--- src/rtl/paged_agen_pkg.sv ---
package paged_agen_pkg;
  localparam int PTR_W  = 16;
  localparam int PAGE_W = 10;

  localparam logic [PAGE_W-1:0] PG_ZERO     = '0;
  localparam logic [PAGE_W-1:0] PG_FIRST    = PAGE_W'(1);
  localparam logic [PAGE_W-1:0] PG_EXT_LAST = PAGE_W'(10'h1FF);
  localparam logic [PAGE_W-1:0] PG_PRG_LO0  = PAGE_W'(10'h200);
  localparam logic [PAGE_W-1:0] PG_PRG_LAST = PAGE_W'(10'h3FF);

  typedef enum logic [1:0] {
    AM_PRE_INC  = 2'b00,
    AM_POST_INC = 2'b01,
    AM_PRE_DEC  = 2'b10,
    AM_POST_DEC = 2'b11
  } am_e;
endpackage

--- src/rtl/paged_agen_step.sv ---
module paged_agen_step
  import paged_agen_pkg::*;
(
  input  logic [PTR_W-1:0] ptr_i,
  input  logic             dec_i,
  input  logic             byte_i,
  output logic [PTR_W-1:0] raw_o,
  output logic             ovf_o,
  output logic             unf_o
);
  logic [PTR_W-1:0] step;
  logic [PTR_W:0]   sum;
  logic [PTR_W-1:0] dif;

  assign step = byte_i ? PTR_W'(1) : PTR_W'(2);
  assign sum  = {1'b0, ptr_i} + {1'b0, step};
  assign dif  = ptr_i - step;

  assign raw_o = dec_i ? dif : sum[PTR_W-1:0];
  // crossings only count for paged pointers
  assign ovf_o = ptr_i[PTR_W-1] & ~dec_i & sum[PTR_W];
  assign unf_o = ptr_i[PTR_W-1] &  dec_i & ~dif[PTR_W-1];
endmodule

--- src/rtl/paged_agen_policy.sv ---
module paged_agen_policy
  import paged_agen_pkg::*;
(
  input  logic [PAGE_W-1:0] page_i,
  input  logic              dir_i,
  input  logic              wrap_i,
  input  logic              ovf_i,
  input  logic              unf_i,
  output logic [PAGE_W-1:0] page_o,
  output logic              b15_o
);
  always_comb begin
    page_o = page_i;
    b15_o  = 1'b1;
    if (!wrap_i) begin
      if (ovf_i) begin
        if (page_i == PG_EXT_LAST || (!dir_i && page_i == PG_PRG_LAST)) begin
          b15_o = 1'b0;
        end else begin
          page_o = page_i + PAGE_W'(1);
        end
      end else if (unf_i) begin
        if (!dir_i && (page_i == PG_FIRST || page_i == PG_PRG_LO0)) begin
          b15_o = 1'b0;
        end else begin
          page_o = page_i - PAGE_W'(1);
        end
      end
    end
  end
endmodule

--- src/rtl/paged_agen_regs.sv ---
module paged_agen_regs
  import paged_agen_pkg::*;
(
  input  logic              clk_i,
  input  logic              rst_ni,
  input  logic              ld_i,
  input  logic              ld_sel_i,
  input  logic [PAGE_W-1:0] ld_val_i,
  input  logic              upd_i,
  input  logic              upd_sel_i,
  input  logic [PAGE_W-1:0] upd_val_i,
  output logic [PAGE_W-1:0] rd_page_o,
  output logic [PAGE_W-1:0] wr_page_o
);
  logic [PAGE_W-1:0] q [2];

  for (genvar g = 0; g < 2; g++) begin : g_pg
    always_ff @(posedge clk_i or negedge rst_ni) begin
      if (!rst_ni) begin
        q[g] <= PG_FIRST;
      end else if (ld_i && ld_sel_i == 1'(g)) begin
        q[g] <= ld_val_i;
      end else if (upd_i && upd_sel_i == 1'(g)) begin
        q[g] <= upd_val_i;
      end
    end
  end

  assign rd_page_o = q[0];
  assign wr_page_o = q[1];
endmodule

--- src/rtl/paged_agen.sv ---
module paged_agen
  import paged_agen_pkg::*;
(
  input  logic              clk_i,
  input  logic              rst_ni,
  input  logic              pg_ld_i,
  input  logic              pg_sel_i,
  input  logic [9:0]        pg_val_i,
  input  logic              req_i,
  input  logic              dir_i,
  input  logic [1:0]        mode_i,
  input  logic              wrap_i,
  input  logic              byte_i,
  input  logic [15:0]       ptr_i,
  output logic [15:0]       ea_o,
  output logic [9:0]        page_o,
  output logic [15:0]       ptr_upd_o,
  output logic [9:0]        page_upd_o,
  output logic              addr_err_o
);
  logic [PAGE_W-1:0] rd_page_q, wr_page_q, cur_page, nxt_page;
  logic [PTR_W-1:0]  raw;
  logic              ovf, unf, b15, paged, post;

  assign paged    = ptr_i[PTR_W-1];
  assign post     = mode_i[0];
  assign cur_page = dir_i ? wr_page_q : rd_page_q;

  paged_agen_step u_step (
    .ptr_i  (ptr_i),
    .dec_i  (mode_i[1]),
    .byte_i (byte_i),
    .raw_o  (raw),
    .ovf_o  (ovf),
    .unf_o  (unf)
  );

  paged_agen_policy u_policy (
    .page_i (cur_page),
    .dir_i  (dir_i),
    .wrap_i (wrap_i),
    .ovf_i  (ovf),
    .unf_i  (unf),
    .page_o (nxt_page),
    .b15_o  (b15)
  );

  assign ptr_upd_o  = (ovf || unf) ? {b15, raw[PTR_W-2:0]} : raw;
  assign page_upd_o = nxt_page;
  assign ea_o       = post ? ptr_i : ptr_upd_o;
  assign page_o     = post ? cur_page : nxt_page;
  assign addr_err_o = paged && (cur_page == PG_ZERO || (dir_i && cur_page[PAGE_W-1]));

  paged_agen_regs u_regs (
    .clk_i     (clk_i),
    .rst_ni    (rst_ni),
    .ld_i      (pg_ld_i),
    .ld_sel_i  (pg_sel_i),
    .ld_val_i  (pg_val_i),
    .upd_i     (req_i && !addr_err_o),
    .upd_sel_i (dir_i),
    .upd_val_i (nxt_page),
    .rd_page_o (rd_page_q),
    .wr_page_o (wr_page_q)
  );
endmodule

--- config.mk ---
export PLATFORM = sky130hd
export DESIGN_NAME = paged_agen
export DESIGN_NICKNAME = d
export VERILOG_FILES = /design/src/rtl/paged_agen_pkg.sv /design/src/rtl/paged_agen_step.sv /design/src/rtl/paged_agen_policy.sv /design/src/rtl/paged_agen_regs.sv /design/src/rtl/paged_agen.sv
export SDC_FILE = /design/constraint.sdc
export NUM_CORES = 1
export LEC_CHECK = 0
export BUFFER_PORTS_ARGS = -buffer_cell sky130_fd_sc_hd__buf_2
export CAP_MARGIN = 0
export CORE_AREA = 2 2 77 79
export DETAILED_ROUTE_END_ITERATION = 10
export DIE_AREA = 0 0 79 81
export PLACE_DENSITY_LB_ADDON = 0.05
export SKIP_CTS_REPAIR_TIMING = 1
export SLEW_MARGIN = 0
export SYNTH_ARGS = -nofsm -noshare
export SYNTH_HDL_FRONTEND = slang
export SYNTH_SLANG_ARGS = --single-unit
--- constraint.sdc ---
create_clock -name clk_i -period 5.54 [get_ports clk_i]
set_clock_uncertainty 0.15 [all_clocks]
set_input_delay 0.831 -clock clk_i [delete_from_list [all_inputs] [get_ports clk_i]]
set_output_delay 0.831 -clock clk_i [all_outputs]
set_load 0.005 [all_outputs]
=== Word-level counts from Yosys, hierarchy flattened ===
Index checks and enable logic that the tools add are counted.

* Flip-flop bits (word level): 20
* Output and inout bits: 53
* Logic and storage cells: 56
* Bits of input ports: 36

* Mux-type cells: 20
* Reductions and logical operators: 18
* Equal/unequal tests: 4
* Add/sub/neg operators: 4
* Bitwise operators: 8

{| class="wikitable"
|+ Operators by type and width
! kind !! number
|-
| $mux W10 || 11
|-
| $mux W16 || 3
|-
| $eq A10 B10 Y1 const B || 2
|-
| $add A16 B16 Y17 || 1
|-
| $sub A16 B16 Y16 || 1
|-
| $add A10 B1 Y10 const B || 1
|-
| $eq A10 B1 Y1 const B || 1
|-
| $eq A10 B9 Y1 const B || 1
|-
| $logic_not A10 Y1 || 1
|-
| $sub A10 B1 Y10 const B || 1
|-
| $logic_and A1 B1 Y1 || 9
|-
| $mux W1 || 5
|-
| $and A1 B1 Y1 || 4
|-
| $logic_or A1 B1 Y1 || 4
|-
| $not A1 Y1 || 4
|-
| $reduce_bool A2 Y1 || 2
|-
| $logic_not A1 Y1 || 2
|-
| $mux W2 || 1
|}

=== Longest topological paths before layout ===
Gate-level depths: netlist (run 1).

* Word-level depth: 10
* Depth in mapped cells: 11
* Mapped depth without buffers: 10

=== By module ===
From an unflattened synthesis (run 1), not the netlist that was laid out.

* Cell total of the unflattened synthesis: 314
* Area, all modules: 2792.7 um^2

{| class="wikitable"
|+ Modules (own cells, without submodules)
! module !! cells each !! seq. area each (um^2) !! times used !! area each (um^2)
|-
| paged_agen_regs || 89 || 503.0 || 1 || 950.9
|-
| paged_agen_step || 84 || 0.0 || 1 || 656.9
|-
| paged_agen_policy || 87 || 0.0 || 1 || 601.8
|-
| paged_agen || 54 || 0.0 || 1 || 583.1
|}

=== Worst setup path before layout (run 1) ===
Ideal clock, no wire load.

* Path kind: input port to output port
* Start: input ptr_i[0]
* End: output ea_o[14]
* Arrival: 2928 ps
* Path buffers: 0
* Cell stages on the path: 10
* Setup slack: 1631 ps
* Required time: 4559 ps
* Path through: inv_1 > ha_1 > inv_1 > fa_1 > or4b_1 > or4_4 > nor3_2 > a31oi_1 > nor3_2 > xor2_1

* Word-level cells in the longest chain between the ends: 4
* Elaborated cells on any way between the ends: 5
* Those cells by class: add/sub (2); mux (3)

{| class="wikitable"
|+ RTL lines
! what !! line !! text
|-
| start: declaration || paged_agen.sv:14 || <nowiki>input logic [15:0] ptr_i,</nowiki>
|-
| $add A16 B16 Y17 / $sub A16 B16 Y16 (equally long branches) || paged_agen_step.sv:16, paged_agen_step.sv:17 ||
|-
| $mux W16 * || paged_agen_step.sv:19 || <nowiki>assign raw_o = dec_i ? dif : sum[PTR_W-1:0];</nowiki>
|-
| $mux W16 * || paged_agen.sv:48 || <nowiki>assign ptr_upd_o = (ovf || unf) ? {b15, raw[PTR_W-2:0]} : raw;</nowiki>
|-
| $mux W16 * || paged_agen.sv:50 || <nowiki>assign ea_o = post ? ptr_i : ptr_upd_o;</nowiki>
|-
| end: declaration || paged_agen.sv:15 || <nowiki>output logic [15:0] ea_o,</nowiki>
|}

Mark *: on every way between the ends. The rest lies on a longest branch, timed or not.

=== Worst setup path in the final report (run 1) ===
* Start: input dir_i
* End: output page_upd_o[4]

* Word-level cells in the longest chain between the ends: 8
* Elaborated cells on any way between the ends: 17
* Those cells by class: add/sub (2); eq/ne (4); mux (6); reduce/logical (5)

{| class="wikitable"
|+ RTL lines
! what !! line !! text
|-
| start: declaration || paged_agen.sv:10 || <nowiki>input logic dir_i,</nowiki>
|-
| parallel branches: the longest is 7 deep, another holds $sub A10 B1 Y10 || n/a ||
|-
| $mux W10 * || paged_agen_policy.sv:15 || <nowiki>if (!wrap_i) begin</nowiki>
|-
| end: declaration || paged_agen.sv:18 || <nowiki>output logic [9:0] page_upd_o,</nowiki>
|}

Every way passes the cells marked *.

==> run_results.csv, run 1 <==
group,metric,value,unit
run_status,run_status,"finished clean",
clock_tree,clk_pin_slew,0.07,ns
clock_tree,clock_path_buffers,2,
critical_path,path_max_fanout,18,
critical_path,slowest_delay,0.61,ns
clock_tree,cts_buffers,3,
floorplan,die_y,81,µm
floorplan,top_level_ports,89,
drt,dr.pass1.iters,5,
grt,grt_use_total,0.274,
floorplan,rows,28,
floorplan,initial_core_util,0.553,
critical_path,path_class,"in -> out",
critical_path,timing.rr.end,"u_regs.wr_page_o[4]",
critical_path,worst_ep_arrival_time,3.70,ns
synth,yosysTopAreaCell,"dfrtp_1",
grt,grt_pass1_wl,14300,µm
drt,drtIter0Drc,192,
cells_and_area,final.fill_count,543,
synth,synth_warnings,0,
critical_path,slowest_stage,"a2111oi_2",
synth,avgSynthCellArea,7.86,µm²
flow_run,drv_cap,0,
power,power,0.682,mW
place,dpl.hpwl,6850,µm
timing,finalSetupViolCount,0,
timing,tns,0,ns
critical_path,timing.rr.start,"u_regs.rd_page_o[1]",
grt,antenna_found_initial,0,
timing,rsz0062_at_grt,"no",
drt,ant_nets,0,
floorplan,die_area,6400,µm²
synth,synth_fp_nets,445,
timing,slew_headroom,0.415,
synth,synth_most_common_cell,"nor2_1",
synth,synth_top_area_share,0.144,
critical_path,worstRegToRegCells,9,
grt,overflow,0,
synth,netlist_instances,399,
hold_path,hold_path.class,"in -> async",
grt,grt_max_degree,27,
cells_and_area,area_delta_synth_final,14.9,%
cells_and_area,drive_gt1_frac,0.284,
critical_path,end_kind,"output pin",
clock_tree,htreeDepth,1,
drt,avgRoutedWirePerCell,16.2,µm
power,p_per_area,189,nW/µm²
drt,route.detailed.drc,0,
clock_tree,cts_tree,"built",
critical_path,cp_cell_sequence,"buf_2 -> mux2i_4 -> inv_1 -> ha_1 -> nand4b_1 -> a22oi_2 -> a2111oi_2 -> a32oi_1 -> xnor2_1 -> inv_1 -> buf_2",
timing,max_freq,214,MHz
synth,synthTopCellsByCount,"40 x nor2_1, 28 x nand2_1, 25 x a21oi_1",
timing,hold_violations,0,
synth,synth.distinct_cells,80,
critical_path,crit_required,4.56,ns
clock_tree,cts.sinks,20,
power,vdd_drop_max,0.183,mV
place,gp_congestion,0.919,
drt,vias_per_cell,6.11,
timing,period_share,0.845,
place,port_buffers,88,
synth,ys.flop_type,"dfrtp_1",
critical_path,r2r_slack,2.52,ns
floorplan,die_w,79,µm
timing,tightest_slew,0.868,ns
synth,synth-seq-cells,20,
synth,syn_area,3140,µm²
clock_tree,clockRootBuffer,"clkbuf_8",
cells_and_area,antenna_cells,0,
timing,fin_crit,4.68,ns
synth,seq_area_frac_synth,0.160,
synth,synth.area.top_cells,"dfrtp_1 14%, xnor2_1 5.6%, xor2_1 5.0%, nor2_1 4.8%, mux2i_1 4.1%",
synth,synth_edf_count,0,
critical_path,worst_setup_path_start_kind,"primary input",
synth,async_flop_share,1.00,
drt,dr_total_vias,3318,
grt,grt_pass1_vias,2970,
power,leakage,1.58,nW
clock_tree,clk_latency,0.26,ns
drt,wl,8810,µm
cells_and_area,nNetsFinal,515,
floorplan,design.core.area,5680,µm²
timing,maxSlewViolCount,0,
==> report_power, final <==
group          switching (mW)  internal [mW]
Clock                  0.0465         0.0632
Sequential             0.0378          0.174
Combinational           0.207          0.153
==> sequential cells by signal, indices dropped and copies added, names as in the netlist <==
| signal | cells |
|---|---|
| u_regs.wr_page_o | 10 |
| u_regs.rd_page_o | 10 |
==> logic make-up (layout without fill, tap and decap cells) <==
logic type / Yosys count / after routing / share of synthesized area
buffers and inverters: 44 / 113 / 0.0702
muxes: 20 / 20 / 0.0773
AOI/OAI and AO/OA: 99 / 99 / 0.231
xor gates and xnor gates: 38 / 38 / 0.106
and+or+nand+nor: 168 / 168 / 0.310
DFF: 20 / 20 / 0.160
adders and majority gates: 10 / 10 / 0.0447
==> layout by cell type (no fill, tap or decap), drive strengths merged, types with 3 or more instances in the layout <==
cell     n
a211oi   4
a21oi   27
a221o    6
a22oi    4
a31oi    3
a32oi    3
and3    10
and4     3
buf     93
clkbuf   4
dfrtp   18
ha       8
inv     16
mux2     4
mux2i   16
nand2   28
nand2b   5
nand3   18
nand3b   5
nand4    7
nor2    40
nor2b   10
nor3    12
nor3b    4
nor4    10
o21a     3
o21ai   14
o22ai   12
o32ai    3
or2      3
or4      3
xnor2   20
xor2    18
==> critical path: cells and delay by family <==
| kind | cells | cell delay (ns) |
|---|---|---|
| muxes | 1 | 0.42 |
| adders and majority gates | 1 | 0.26 |
| buffers and inverters | 4 | 0.71 |
| AOI/OAI and AO/OA | 3 | 1.00 |
| xor gates and xnor gates | 1 | 0.32 |
| and+or+nand+nor | 1 | 0.16 |
==> worst max-delay path by stage <==
stage / cells after the start / from / endpoint / slack, ns
3_5_place_dp: 11 / dir_i / page_upd_o[4] / 0.91
5_1_grt: 11 / dir_i / page_upd_o[4] / 0.70
4_1_cts: 11 / dir_i / page_upd_o[4] / 0.91
2_1_floorplan: 10 / ptr_i[0] / ea_o[14] / 1.63
6_report: 11 / dir_i / page_upd_o[4] / 0.86
3_3_place_gp: 11 / dir_i / page_upd_o[4] / 1.02
==> routing by layer <==
metal / up-vias / wire [µm] / global-route usage / part of all wire
met2: 133 / 4280 / 0.502 / 0.49
met4: 0 / 250 / 0.0879 / 0.028
met1: 1550 / 3800 / 0.338 / 0.43
met3: 24 / 471 / 0.0256 / 0.053
li1: 1611 / - / - / -
met5: - / 0 / 0 / 0
==> cell type report <==
class	count	area [µm²]	area share
Multi-Input combinational cell	335	2410	0.670
Sequential cell	20	503	0.140
Timing Repair Buffer	93	478	0.133
Tap cell	75	93.8	0.0260
Inverter	16	60.1	0.0167
Clock buffer	4	55.1	0.0153
==> metrics by stage <==
step	hold WS (ns)	util	instances	setup slack [ns]	area (µm²)
after floorplan	0.350	-	399	1.63	3140
after global placement	0.361	0.625	539	1.02	3550
after detailed placement	0.365	0.625	539	0.910	3550
after CTS	0.375	0.635	543	0.908	3600
after global routing	0.400	0.635	543	0.697	3600
final	0.364	0.635	543	0.856	3600
Power figures use the tool's default switching activity.
==> inputs of run 2 (changes only) <==
CORE_AREA = 2 2 80 82   (was 2 2 77 79)
DIE_AREA = 0 0 82 84   (was 0 0 79 81)
clock period = 4.9 ns   (was 5.54 ns; I/O delays follow)
==> run_results.csv, run 2 (synthesized netlist as in run 1, its figures left out) <==
group,metric,value,unit
grt,antenna_found_initial,0,
cells_and_area,final_cell_count_no_fill,546,
clock_tree,clock_path_buffers,2,
cells_and_area,final_common_cell,"buf_2",
clock_tree,cts_buffers,3,
timing,finalSetupViolCount,0,
drt,ant_nets,0,
cells_and_area,layout.cells.most_common_list,"88 x buf_2, 40 x nor2_1, 28 x nand2_1",
clock_tree,cts_tree,"built",
clock_tree,cts.sinks,20,
timing,maxSlewViolCount,0,
clock_tree,clk_latency,0.26,ns
power,leakage,1.58,nW
timing,rsz0062_at_grt,"no",
floorplan,die_w,82,µm
clock_tree,clockRootBuffer,"clkbuf_8",
grt,overflow,0,
floorplan,rows,29,
clock_tree,htreeDepth,1,
critical_path,slowest_stage,"a2111oi_2",
critical_path,slowest_delay,0.56,ns
critical_path,worstRegToRegCells,9,
grt,grt_max_degree,27,
critical_path,crit_required,4.01,ns
place,gp_congestion,0.883,
floorplan,design.core.area,6100,µm²
place,dp.cells,542,
flow_run,drv_cap,0,
floorplan,die_area,6890,µm²
grt,grtUsageMet2,0.444,
critical_path,path_max_fanout,9,
place,dpl.hpwl,6920,µm
grt,grt_pass1_wl,14200,µm
timing,hold_violations,0,
drt,vias_per_cell,6.07,
timing,worst_hold_slack,0.261,ns
cells_and_area,drive_gt1_frac,0.286,
timing,fin_crit,4.18,ns
floorplan,die_y,84,µm
drt,drtIter0Drc,177,
run_status,run_status,"finished clean",
drt,wl,8810,µm
floorplan,initial_core_util,0.515,
floorplan,top_level_ports,89,
drt,dr.pass1.iters,6,
grt,grt_pass1_vias,2907,
critical_path,end_kind,"output pin",
timing,tns,0,ns
timing,max_freq,239,MHz
grt,grt_use_total,0.257,
drt,dr_total_vias,3315,
critical_path,worst_ep_arrival_time,3.30,ns
hold_path,hold_path.class,"in -> async",
timing,tightest_slew,0.841,ns
grt,grtUsageMet1,0.333,
cells_and_area,antenna_cells,0,
grt,grtUsageMet3,0.0152,
cells_and_area,nNetsFinal,516,
critical_path,worst_setup_path_start_kind,"primary input",
timing,period_share,0.853,
power,vdd_drop_max,0.206,mV
cells_and_area,area_delta_synth_final,15.2,%
drt,avgRoutedWirePerCell,16.1,µm
place,port_buffers,88,
drt,route.detailed.drc,0,
power,power,0.769,mW
critical_path,path_class,"in -> out",
power,p_per_area,213,nW/µm²
clock_tree,clk_pin_slew,0.07,ns
timing,slew_headroom,0.433,
critical_path,cp_cell_sequence,"buf_2 -> mux2i_4 -> inv_1 -> ha_1 -> nand4b_1 -> a22oi_2 -> a2111oi_2 -> a32oi_1 -> xnor2_1 -> inv_1 -> buf_2",
grt,grt_busiest_layer,"met2",
-- run 2: worst paths after layout --
| check | from | end | slack (ns) |
|---|---|---|---|
| max | dir_i | page_upd_o[4] | 0.72 |
| min | rst_ni | u_regs.rd_page_o[3] | 0.26 |
| max reg2reg | u_regs.rd_page_o[1] | u_regs.rd_page_o[2] | 1.97 |
| min reg2reg | u_regs.rd_page_o[0] | u_regs.rd_page_o[0] | 0.39 |
| max in group asynchronous | rst_ni | u_regs.rd_page_o[0] | 3.99 |
| min in group clk_i | u_regs.rd_page_o[0] | u_regs.rd_page_o[0] | 0.39 |
-- run 2: through the flow --
step / instance area, µm² / setup WS, ns / util
after floorplan: 3140 / 1.18 / -
after global placement: 3560 / 0.791 / 0.584
after detailed placement: 3560 / 0.744 / 0.584
after CTS: 3610 / 0.741 / 0.593
after global routing: 3610 / 0.525 / 0.593
final: 3610 / 0.720 / 0.593
-- run 2: power breakdown --
part	total (mW)	internal, mW	switching, mW
combinational	0.404	0.174	0.230
sequential	0.239	0.197	0.0421
clock	0.126	0.0716	0.0543
-- run 2: worst max-delay path, delay by kind of cell --
kind / cells / cell delay, ns
compound gates: 3 / 0.93
fa+ha+maj: 1 / 0.27
xor+xnor: 1 / 0.33
simple gates: 1 / 0.16
buf+inv: 4 / 0.48
mux: 1 / 0.38
-- run 2: cell type report --
cell class | instances | area (µm²)
multi-input cells | 335 | 2410
repair buffers | 94 | 485
fillers | 602 | 2480
flip-flops and latches | 20 | 503
inverters | 16 | 60.1
clock buffers | 4 | 55.1
well taps | 77 | 96.3
-- run 2: metal layers --
layer / up-vias / routed length (µm) / part of all wire
met5: - / 0 / 0
met4: 0 / 159 / 0.018
met2: 135 / 4430 / 0.50
met3: 14 / 508 / 0.058
met1: 1551 / 3700 / 0.42
li1: 1615 / - / -
==> inputs of run 3 (changes only) <==
CORE_AREA = 2 2 79 81   (was 2 2 80 82)
CTS_BUF_LIST = sky130_fd_sc_hd__clkbuf_8   (was unset)
DIE_AREA = 0 0 81 83   (was 0 0 82 84)
==> run_results.csv, run 3 (synthesized netlist as in run 1, its figures left out) <==
group,metric,value,unit
clock_tree,cts.sinks,20,
timing,fin_crit,4.35,ns
floorplan,rows,28,
power,leakage,1.57,nW
critical_path,path_max_fanout,10,
cells_and_area,final_common_cell,"buf_2",
drt,avgRoutedWirePerCell,16.9,µm
critical_path,crit_family,"compound AO/OA/AOI/OAI gates",
place,gp_congestion,0.937,
cells_and_area,layout.cells.most_common_list,"88 x buf_2, 40 x nor2_1, 28 x nand2_1",
grt,grt_pass1_wl,14800,µm
timing,worst_hold_slack,0.261,ns
grt,grt_max_degree,27,
clock_tree,cts_buffers,3,
critical_path,end_kind,"output pin",
timing,tightest_slew,0.827,ns
floorplan,die_w,81,µm
place,port_buffers,88,
place,dpl.hpwl,7130,µm
clock_tree,htreeDepth,1,
critical_path,cp_cell_sequence,"buf_2 -> mux2i_4 -> inv_1 -> ha_1 -> nand4b_1 -> a22oi_2 -> a2111oi_2 -> a32oi_1 -> xnor2_1 -> inv_1 -> buf_2",
critical_path,worstRegToRegCells,9,
clock_tree,clk_latency,0.26,ns
timing,maxSlewViolCount,0,
critical_path,path_class,"in -> out",
grt,grt_pass1_vias,3054,
power,vdd_drop_max,0.282,mV
floorplan,initial_core_util,0.540,
place,placed_area,3550,µm²
clock_tree,clockRootBuffer,"clkbuf_8",
timing,tns,0,ns
cells_and_area,antenna_cells,0,
clock_tree,cts_tree,"built",
flow_run,drv_cap,0,
timing,max_freq,230,MHz
cells_and_area,fin_area,3590,µm²
critical_path,slowest_delay,0.62,ns
clock_tree,clk_pin_slew,0.07,ns
drt,drtIter0Drc,311,
clock_tree,clock_path_buffers,2,
run_status,run_status,"finished clean",
grt,overflow,0,
cells_and_area,nNetsFinal,515,
place,post-place-ws,0.642,ns
cells_and_area,drive_gt1_frac,0.282,
cells_and_area,area_delta_synth_final,14.6,%
drt,dr.pass1.iters,5,
drt,dr_total_vias,3364,
hold_path,hold_path.class,"in -> async",
drt,wl,9180,µm
timing,slew_headroom,0.442,
cells_and_area,final.fill_count,564,
power,p_per_area,211,nW/µm²
grt,grt_use_total,0.270,
floorplan,die_y,83,µm
floorplan,design.core.area,5820,µm²
timing,rsz0062_at_grt,"no",
timing,period_share,0.889,
floorplan,die_area,6720,µm²
timing,hold_violations,0,
grt,antenna_found_initial,0,
critical_path,crit_required,4.01,ns
critical_path,worst_ep_arrival_time,3.47,ns
critical_path,slowest_stage,"a2111oi_2",
drt,ant_nets,0,
cells_and_area,finish.utilization,0.618,
drt,vias_per_cell,6.20,
critical_path,crit_buf_inv,4,
critical_path,worst_setup_path_start_kind,"primary input",
timing,finalSetupViolCount,0,
critical_path,r2r_slack,1.88,ns
floorplan,top_level_ports,89,
timing,layout_setup_ws,0.546,ns
drt,route.detailed.drc,0,
critical_path,timing.rr.end,"u_regs.rd_page_o[2]",
critical_path,timing.rr.start,"u_regs.wr_page_o[1]",
## run 3: metal layers
layer,track usage,vias up,routed length (µm)
met2,0.462,173,4470
li1,-,1611,-
met1,0.357,1569,3900
met3,0.0261,11,691
met4,0.0724,0,113
met5,0,-,0
## run 3: layout make-up
class / count / area [µm²] / area share
Sequential cell: 20 / 503 / 0.140
Multi-Input combinational cell: 335 / 2410 / 0.672
Clock buffer: 3 / 41.3 / 0.0115
Timing Repair Buffer: 93 / 478 / 0.133
Tap cell: 75 / 93.8 / 0.0261
Clock inverter: 1 / 3.75 / 0.00104
Inverter: 16 / 60.1 / 0.0167
## run 3: how the worst max path moves through the flow
stage	startpoint	endpoint	slack [ns]	cells past startpoint
final	dir_i	page_upd_o[4]	0.55	11
after CTS	dir_i	page_upd_o[6]	0.62	10
after floorplan	ptr_i[0]	ea_o[14]	1.18	10
after global placement	dir_i	page_upd_o[6]	0.70	10
after detailed placement	dir_i	page_upd_o[3]	0.64	11
after global routing	dir_i	page_upd_o[4]	0.36	11
## run 3: where the power goes
group          leakage [nW]  total (mW)  switching [mW]  internal [mW]
sequential            0.235       0.241          0.0439          0.197
combinational          1.31       0.410           0.236          0.174
clock                0.0269       0.110          0.0537         0.0559
total                  1.57       0.760           0.334          0.426
## run 3: stage by stage
step / power, mW / instances
6_report: 0.760 / 543
5_1_grt: 0.815 / 543
4_1_cts: 0.758 / 543
3_5_place_dp: 0.647 / 539
3_3_place_gp: 0.642 / 539
2_1_floorplan: 0.504 / 399
